**src/rtl/adp_pkg.sv**
```systemverilog
// Shared definitions for the audio sample memory packer.
package adp_pkg;
    // Memory layout codes as seen on cfg_fmt
    typedef enum logic [1:0] {
        FMT_MONO8    = 2'd0,
        FMT_STEREO8  = 2'd1,
        FMT_MONO16   = 2'd2,
        FMT_STEREO16 = 2'd3
    } adp_fmt_e;

    localparam int unsigned WORD_BYTES = 4;
    localparam int unsigned BYTE_CNT_W = 3;
endpackage

```
**src/rtl/adp_byte_former.sv**
```systemverilog
// Turns one sample pair into its bytes in memory-address order.
// Assumes SMP_W >= 16; only the upper 16 bits of each sample are used.
// Purely combinational; out_cnt is 1, 2 or 4.
module adp_byte_former
    import adp_pkg::*;
#(
    parameter int SMP_W = 16
) (
    input  adp_fmt_e                    fmt,
    input  logic                        big_endian,
    input  logic [SMP_W-1:0]            left,
    input  logic [SMP_W-1:0]            right,
    output logic [WORD_BYTES-1:0][7:0]  out_bytes,
    output logic [BYTE_CNT_W-1:0]       out_cnt
);
    logic [7:0] l_hi, l_lo, r_hi, r_lo;
    logic [7:0] l_u8, r_u8;

    assign l_hi = left[SMP_W-1 -: 8];
    assign l_lo = left[SMP_W-9 -: 8];
    assign r_hi = right[SMP_W-1 -: 8];
    assign r_lo = right[SMP_W-9 -: 8];
    // Offset-binary 8-bit forms: invert the sign bit
    assign l_u8 = {~l_hi[7], l_hi[6:0]};
    assign r_u8 = {~r_hi[7], r_hi[6:0]};

    // Select the byte sequence for the chosen layout and byte order
    always_comb begin
        out_bytes = '0;
        out_cnt   = '0;
        unique case (fmt)
            FMT_MONO8: begin
                out_bytes[0] = l_u8;
                out_cnt      = 3'd1;
            end
            FMT_STEREO8: begin
                out_bytes[0] = l_u8;
                out_bytes[1] = r_u8;
                out_cnt      = 3'd2;
            end
            FMT_MONO16: begin
                out_bytes[0] = big_endian ? l_hi : l_lo;
                out_bytes[1] = big_endian ? l_lo : l_hi;
                out_cnt      = 3'd2;
            end
            default: begin
                out_bytes[0] = big_endian ? l_hi : l_lo;
                out_bytes[1] = big_endian ? l_lo : l_hi;
                out_bytes[2] = big_endian ? r_hi : r_lo;
                out_bytes[3] = big_endian ? r_lo : r_hi;
                out_cnt      = 3'd4;
            end
        endcase
    end
endmodule

```
**src/rtl/adp_word_assembler.sv**
```systemverilog
// Collects bytes into a 32-bit word and places each byte in the lane its
// address offset and the byte order call for.
// Assumes the layout does not change part-way through a word.
// word_out already includes the bytes offered this cycle.
module adp_word_assembler
    import adp_pkg::*;
(
    input  logic                        clk,
    input  logic                        rst_n,
    input  logic                        take,
    input  logic                        big_endian,
    input  logic [WORD_BYTES-1:0][7:0]  in_bytes,
    input  logic [BYTE_CNT_W-1:0]       in_cnt,
    output logic                        completes,
    output logic [8*WORD_BYTES-1:0]     word_out
);
    logic [WORD_BYTES-1:0][7:0] stage_q;
    logic [WORD_BYTES-1:0][7:0] merged;
    logic [1:0]                 pos_q;
    logic [3:0]                 fill_end;

    assign fill_end  = {2'b00, pos_q} + {1'b0, in_cnt};
    assign completes = (fill_end == 4'(WORD_BYTES));

    for (genvar k = 0; k < WORD_BYTES; k++) begin : g_lane
        logic [1:0] rel;
        logic       hit;
        // Offset of this lane within the incoming byte group
        assign rel = 2'(k) - pos_q;
        assign hit = ({2'b00, pos_q} <= 4'(k)) && (4'(k) < fill_end);
        assign merged[k] = hit ? in_bytes[rel] : stage_q[k];
        // Place address-order byte into its data lane
        assign word_out[8*k +: 8] = big_endian ? merged[WORD_BYTES-1-k] : merged[k];
    end

    // Hold staged bytes and the next free byte position
    always_ff @(posedge clk) begin
        if (!rst_n) begin
            stage_q <= '0;
            pos_q   <= '0;
        end else if (take) begin
            stage_q <= merged;
            pos_q   <= pos_q + in_cnt[1:0];
        end
    end
endmodule

```
**src/rtl/adp_buffer_ctrl.sv**
```systemverilog
// Ping-pong buffer sequencing: tracks the armed and full state of two
// buffers, the active one, and the byte offset inside it.
// Assumes lengths are non-zero multiples of 4 and bases are word aligned.
module adp_buffer_ctrl #(
    parameter int ADDR_W = 32,
    parameter int LEN_W  = 16
) (
    input  logic              clk,
    input  logic              rst_n,
    input  logic [ADDR_W-1:0] base0,
    input  logic [LEN_W-1:0]  len0,
    input  logic [ADDR_W-1:0] base1,
    input  logic [LEN_W-1:0]  len1,
    input  logic [1:0]        arm,
    input  logic              word_done,
    output logic              cur_ready,
    output logic [ADDR_W-1:0] wr_addr,
    output logic [1:0]        full,
    output logic              active
);
    localparam int LW1 = LEN_W + 1;

    logic [1:0]        ready_q, full_q;
    logic              act_q;
    logic [LEN_W-1:0]  offset_q;
    logic [LEN_W-1:0]  len_cur;
    logic [ADDR_W-1:0] base_cur;
    logic              last_word;

    assign len_cur   = act_q ? len1 : len0;
    assign base_cur  = act_q ? base1 : base0;
    assign last_word = ({1'b0, offset_q} + LW1'(4)) == {1'b0, len_cur};
    assign cur_ready = ready_q[act_q];
    assign wr_addr   = base_cur + ADDR_W'(offset_q);
    assign full      = full_q;
    assign active    = act_q;

    // Advance the offset, retire a filled buffer, apply arm pulses last
    always_ff @(posedge clk) begin
        if (!rst_n) begin
            ready_q  <= '0;
            full_q   <= '0;
            act_q    <= 1'b0;
            offset_q <= '0;
        end else begin
            if (word_done) begin
                if (last_word) begin
                    full_q[act_q]  <= 1'b1;
                    ready_q[act_q] <= 1'b0;
                    act_q          <= ~act_q;
                    offset_q       <= '0;
                end else begin
                    offset_q <= offset_q + LEN_W'(4);
                end
            end
            for (int i = 0; i < 2; i++) begin
                if (arm[i]) begin
                    ready_q[i] <= 1'b1;
                    full_q[i]  <= 1'b0;
                end
            end
        end
    end
endmodule

```
**src/rtl/audio_dma_packer.sv**
```systemverilog
// Top: packs audio sample pairs into 32-bit words and issues them as
// held write requests into two alternating software-armed buffers.
// Assumes cfg_fmt and cfg_big_endian change only on word boundaries.
// A sample that cannot be taken is dropped and raises a sticky overrun.
module audio_dma_packer
    import adp_pkg::*;
#(
    parameter int ADDR_W = 32,
    parameter int LEN_W  = 16,
    parameter int SMP_W  = 16
) (
    input  logic              clk,
    input  logic              rst_n,
    input  logic [1:0]        cfg_fmt,
    input  logic              cfg_big_endian,
    input  logic              smp_valid,
    input  logic [SMP_W-1:0]  smp_left,
    input  logic [SMP_W-1:0]  smp_right,
    input  logic [ADDR_W-1:0] buf0_base,
    input  logic [LEN_W-1:0]  buf0_len,
    input  logic [ADDR_W-1:0] buf1_base,
    input  logic [LEN_W-1:0]  buf1_len,
    input  logic [1:0]        buf_arm,
    output logic              req_valid,
    output logic [ADDR_W-1:0] req_addr,
    output logic [31:0]       req_data,
    input  logic              req_ack,
    output logic [1:0]        buf_full,
    output logic              overrun,
    output logic              cur_buf
);
    localparam int DATA_W = 8 * WORD_BYTES;

    adp_fmt_e                   fmt;
    logic [WORD_BYTES-1:0][7:0] pair_bytes;
    logic [BYTE_CNT_W-1:0]      pair_cnt;
    logic                       completes;
    logic [DATA_W-1:0]          word;
    logic                       cur_ready;
    logic                       accept, drop, word_done;
    logic                       req_valid_q, overrun_q;
    logic [DATA_W-1:0]          req_data_q;

    assign fmt = adp_fmt_e'(cfg_fmt);

    adp_byte_former #(.SMP_W(SMP_W)) u_former (
        .fmt        (fmt),
        .big_endian (cfg_big_endian),
        .left       (smp_left),
        .right      (smp_right),
        .out_bytes  (pair_bytes),
        .out_cnt    (pair_cnt)
    );

    adp_word_assembler u_asm (
        .clk        (clk),
        .rst_n      (rst_n),
        .take       (accept),
        .big_endian (cfg_big_endian),
        .in_bytes   (pair_bytes),
        .in_cnt     (pair_cnt),
        .completes  (completes),
        .word_out   (word)
    );

    adp_buffer_ctrl #(.ADDR_W(ADDR_W), .LEN_W(LEN_W)) u_bufs (
        .clk        (clk),
        .rst_n      (rst_n),
        .base0      (buf0_base),
        .len0       (buf0_len),
        .base1      (buf1_base),
        .len1       (buf1_len),
        .arm        (buf_arm),
        .word_done  (word_done),
        .cur_ready  (cur_ready),
        .wr_addr    (req_addr),
        .full       (buf_full),
        .active     (cur_buf)
    );

    assign accept    = smp_valid && cur_ready && !(completes && req_valid_q);
    assign drop      = smp_valid && !accept;
    assign word_done = req_valid_q && req_ack;

    // Load a finished word into the request register; release on acknowledge
    always_ff @(posedge clk) begin
        if (!rst_n) begin
            req_valid_q <= 1'b0;
            req_data_q  <= '0;
        end else if (accept && completes) begin
            req_valid_q <= 1'b1;
            req_data_q  <= word;
        end else if (word_done) begin
            req_valid_q <= 1'b0;
        end
    end

    // Sticky overrun: a drop sets it, any arm pulse clears it
    always_ff @(posedge clk) begin
        if (!rst_n)          overrun_q <= 1'b0;
        else if (drop)       overrun_q <= 1'b1;
        else if (|buf_arm)   overrun_q <= 1'b0;
    end

    assign req_valid = req_valid_q;
    assign req_data  = req_data_q;
    assign overrun   = overrun_q;
endmodule

```
**config.mk**
```make
export PLATFORM = sky130hd
export DESIGN_NAME = audio_dma_packer
export DESIGN_NICKNAME = d
export VERILOG_FILES = /design/src/rtl/adp_pkg.sv /design/src/rtl/adp_byte_former.sv /design/src/rtl/adp_word_assembler.sv /design/src/rtl/adp_buffer_ctrl.sv /design/src/rtl/audio_dma_packer.sv
export SDC_FILE = /design/constraint.sdc
export NUM_CORES = 1
export LEC_CHECK = 0
export BUFFER_PORTS_ARGS = -buffer_cell sky130_fd_sc_hd__buf_2
export CAP_MARGIN = 20
export CORE_UTILIZATION = 59
export CTS_CLUSTER_SIZE = 8
export DETAILED_ROUTE_END_ITERATION = 8
export GPL_TIMING_DRIVEN = 0
export PLACE_DENSITY = 0.95
export REMOVE_ABC_BUFFERS = 1
export SLEW_MARGIN = 15
export SYNTH_ARGS = -nofsm -noshare
export SYNTH_HDL_FRONTEND = slang
export SYNTH_HIERARCHICAL = 1
export SYNTH_SLANG_ARGS = --single-unit
export TNS_END_PERCENT = 30
```
**constraint.sdc**
```tcl
create_clock -name clk -period 9.9 [get_ports clk]
set_input_delay 0.495 -clock clk [delete_from_list [all_inputs] [get_ports clk]]
set_output_delay 0.495 -clock clk [all_outputs]
set_load 0.005 [all_outputs]
```
* Word level (Yosys, flattened, before mapping)
Cells that the tools add are included.
** Word-level totals
- Flip-flop bits (word level) :: 89
- Input bits :: 137
** Cells by class
- $add $sub $neg :: 9
- $lt $le $gt $ge :: 13
- Equality and inequality tests :: 4
- Mux-type cells :: 39
- Bitwise gates (word level) :: 7
- Reduce and logical (&&, ||, !) cells :: 28
** Operators with widths (count)
- $mux 8 :: 17
- $bmux 8 s2 :: 4
- $mux 16 :: 3
- $add 32x16->32 :: 1
- $mux 32 :: 1
- $add 16x3->17 const B :: 1
- $eq 17x16->1 :: 1
- $add 16x3->16 const B :: 1
- $pmux 8 s2 :: 1
- $lt 2x3->1 const B :: 4
- $reduce_bool 2->1 :: 6
- $logic_and 1x1->1 :: 10
- $reduce_or 2->1 :: 5
- $mux 1 :: 9
- $lt 1x4->1 const A :: 2
- $lt 2x4->1 const A :: 2
- $pmux 3 s2 :: 1
- $reduce_and 2->1 :: 3
- $add 2x3->4 :: 1
- $eq 4x3->1 const B :: 1
- $le 2x1->1 const B :: 2
- $mux 2 :: 2
- $not 1->1 :: 4
- $sub 1x2->2 const A :: 2
- 14 further kinds :: 16

* Logic depth before layout (Yosys ltp)
- Word-level depth :: 11
- Depth in mapped cells :: 15

* Modules after synthesis
Netlist, hierarchy kept.
** By module, submodules not included
- adp_buffer_ctrl :: instances 1, cells an instance 384, area each 3027.9 um^2, sequential area each 380.4 um^2
- adp_word_assembler :: instances 1, cells an instance 261, area each 2716.4 um^2, sequential area each 680.7 um^2
- audio_dma_packer :: instances 1, cells an instance 153, area each 1330.0 um^2, sequential area each 680.7 um^2
- adp_byte_former :: instances 1, cells an instance 78, area each 624.3 um^2, sequential area each 0.0 um^2

* Worst setup path after synthesis
No wires, ideal clock.
- Path type :: register -> output
- Start :: reg u_bufs.act_q (netlist: u_bufs/active)
- End :: out req_addr[30]
- Arrival time :: 3470 ps
- Path slack :: 5935 ps
- Cell stages (with the launch flop) :: 14
- Path through :: dfxtp_1 buf_6 buf_4 buf_2 buf_2 buf_1 mux2_2 ha_1 or3_1 a41oi_1 a21boi_0 o21ai_2 nand4b_1 xor2_1
** On the way
- Cells in the longest elaborated chain, start to end :: 2
** RTL lines
- start, declared :: RTL line adp_buffer_ctrl.sv:24 : logic act_q;
- start signal, assigned :: RTL line adp_buffer_ctrl.sv:50 : act_q <= ~act_q;
- $mux 32 :: RTL line adp_buffer_ctrl.sv:31 : assign base_cur = act_q ? base1 : base0;
- $add 32x16->32 :: RTL line adp_buffer_ctrl.sv:34 : assign wr_addr = base_cur + ADDR_W'(offset_q);
- end, declared :: RTL line audio_dma_packer.sv:25 : output logic [ADDR_W-1:0] req_addr,
No other way between the ends.

* Final worst setup path
- Start :: reg u_bufs.act_q (netlist: u_bufs/active)
- End :: out req_addr[24]
Same word-level chain as after synthesis.

==> impl_metrics.tcl <==
set metrics [dict create \
    vias_per_cell 6.21 \
    overflow 0 \
    worstReg2RegEnd "req_data[7]$_SDFFE_PN0P_" \
    critPathArrivalTime_ns 3.98 \
    grt_use_met3 0.0405 \
    stdcell_area_um2 8940 \
    report.final.slew_viol_count 0 \
    num_vias 7506 \
    synth_warnings 6 \
    syn_area_um2 7700 \
    drt_iter0_markers 648 \
    max_freq_mhz 224 \
    leakage_nw 3.80 \
    synthArstFlopShare 0 \
    skew_ns 0.00888 \
    tightestPinTransition_ns 0.913 \
    ant_nets 0 \
    drt-total-wl_um 20600 \
    pin_count 206 \
    startpoint "u_bufs/active$_SDFFE_PN0P_" \
    rsz0062_at_grt "false" \
    synth_cell_types 76 \
    post-cts-setup-buffers 0 \
    die_area_um2 13500 \
    ctsHtreeMaxLevel 3 \
    setup_viol 0 \
    cp-start-kind "flip-flop" \
    ys.flop_type "dfxtp_1" \
    diodes 0 \
    yosysTopAreaCell "dfxtp_1" \
    setup.worst_path.class "reg2out" \
    core_area_um2 12700 \
    finalCriticalPeriod_ns 4.47 \
    start_util 0.608 \
    r2r_cells 8 \
    reg2reg_from "u_asm/pos_q[1]$_SDFFE_PN0P_" \
    post-route-period-util 0.452 \
    first_pass_iters 7 \
    area.growth.synth_to_final_pct 16.1 \
    ys_ff_latch 87 \
    root_buffer "clkbuf_16" \
    busiest_layer "met2" \
    synth_area_leaders "dfxtp_1 23%, mux2i_1 19%, mux4_2 4.7%" \
    fp.dieH_um 116 \
    clockBufferDepth 2 \
    io_buffers 205 \
    yosysTopAreaCellShare 0.226 \
    cts_buffers 9 \
    ys_seq_area_frac 0.226 \
    min_path_type "in2reg" \
    synth-edff-count 0 \
    critPathMaxFanout 70 \
    ff2ff_setup_slack_ns 5.96 \
    relSlewSlack 0.391 \
    first_global_vias 6999 \
    cp_data_required_time_ns 9.41 \
    synth_cells 876 \
    grt_start_max_net_pins 71 \
    cts_tree "done" \
    gp_congestion 0.893 \
    use_met1 0.342 \
    rows 41 \
    finalSetupTns_ns 0 \
    critPathCapture "req_addr[24]" \
    hold_buffers 0 \
    wl_per_cell_um 17.1 \
    hpwlAfterDp_um 15200 \
    fill_cells 912 \
    antenna_found_initial 0 \
    cp-end-kind "output pin" \
    status "completed" \
    cts_sinks 87 \
    drive_gt1_frac 0.286 \
    ctsResizeCount 0 \
    gr-usage-met2 0.552 \
    cts.clk_slew.worst_paths_ns 0.06 \
    post-route-drc-count 0 \
    max_cap_viol_count 0 \
    final-hold-violation-count 0 \
    clk_latency_ns 0.34 \
    syn_avg_cell_area_um2 8.79 \
    post_dp_cell_area_um2 8660 \
    grt_pass1_wl_um 32400 \
    nNetsFinal 1195 \
    max-vdd-ir-drop_mv 0.0839 \
    grtUsageTotal 0.300 \
    powerDensity_nw_per_um2 107 \
    dieWidth_um 116 \
]
synth_stat cells, drive strengths merged, types with 6 or more instances:
master	number
and4	6
mux4	16
nor2b	26
mux2	25
ha	24
a32oi	7
nor4	8
nand3	45
nand2	65
xnor2	29
buf	40
and2	7
nor3	13
mux2i	149
o211ai	6
xor2	23
clkbuf	23
o21ai	86
inv	16
dfxtp	87
nor2	39
a211oi	7
a21oi	51
cell type report:
class | count | area [um^2] | area share
Clock inverter | 4 | 47.5 | 0.00532
Multi-Input combinational cell | 710 | 5510 | 0.616
Timing Repair Buffer | 209 | 1130 | 0.127
Tap cell | 172 | 215 | 0.0241
Inverter | 16 | 60.1 | 0.00672
Clock buffer | 11 | 233 | 0.0260
Sequential cell | 87 | 1750 | 0.195
worst min-delay path by stage:
stage          slack, ns                       end                     start  cells after the start
3_5_place_dp        0.45  req_data[6]$_SDFFE_PN0P_  req_data[6]$_SDFFE_PN0P_                      2
6_report            0.44    req_valid$_SDFFE_PN0P_                   req_ack                      3
3_3_place_gp        0.44  req_data[5]$_SDFFE_PN0P_  req_data[5]$_SDFFE_PN0P_                      2
4_1_cts             0.44    req_valid$_SDFFE_PN0P_                   req_ack                      3
2_1_floorplan       0.45  req_data[0]$_SDFFE_PN0P_  req_data[0]$_SDFFE_PN0P_                      2
5_1_grt             0.45    req_valid$_SDFFE_PN0P_                   req_ack                      3
stage by stage:
step / utilization / hold WS (ns) / std cells / setup WS, ns / power, mW
after floorplan: - / 0.453 / 813 / 4.69 / 0.531
after CTS: 0.706 / 0.436 / 1209 / 5.51 / 0.956
after detailed placement: 0.684 / 0.447 / 1194 / 5.85 / 0.628
final: 0.706 / 0.440 / 1209 / 5.43 / 0.956
after global routing: 0.706 / 0.450 / 1209 / 5.24 / 0.996
after global placement: 0.674 / 0.441 / 1190 / 3.39 / 0.611
critical path: stages, from the launching register on:
cell	delay, ns
dfxtp_4	0.89
mux2_2	0.41
ha_1	0.37
o21ai_0	0.15
o21ai_0	0.27
nand3_1	0.19
a21boi_0	0.40
o21ai_2	0.22
o211a_1	0.26
a211o_1	0.29
buf_2	0.14
report_power, final:
part,leakage [nW],internal [mW],switching (mW)
clock network,0.135,0.193,0.135
registers,0.708,0.361,0.00821
logic,2.95,0.116,0.143
cells in the final DEF (no fill, tap or decap), types with 25 or more instances in the layout:
cell type,Yosys,final
a21oi_1,49,48
buf_2,10,203
dfxtp_1,87,85
mux2_2,25,25
mux2i_1,149,149
nand2_1,65,65
nand3_1,45,45
nor2_1,39,39
nor2b_1,26,26
o21ai_0,55,55
xnor2_1,29,29
metal layers:
| layer | vias up | part of all wire |
|---|---|---|
| li1 | 3548 | - |
| met1 | 3455 | 0.38 |
| met2 | 433 | 0.50 |
| met3 | 70 | 0.074 |
| met4 | 0 | 0.040 |
| met5 | - | 0 |
cells by family after synthesis:
group,count (synthesis),synth area share
and+or+nand+nor,234,0.159
other,1,0.000487
DFF,87,0.226
xor gates and xnor gates,52,0.0592
AOI/OAI and AO/OA,208,0.176
adders and majority gates,25,0.0416
muxes,190,0.277
buffers and inverters,79,0.0601
flip-flops by register name, indices dropped and copies added, names as in the netlist:
name,cells
req_data,32
u_asm/stage_q,32
u_bufs/offset_q,14
u_asm/pos_q,2
u_bufs/full,2
u_bufs/ready_q,2
overrun,1
req_valid,1
u_bufs/active,1
No activity file was read; power rests on OpenSTA's default activity.
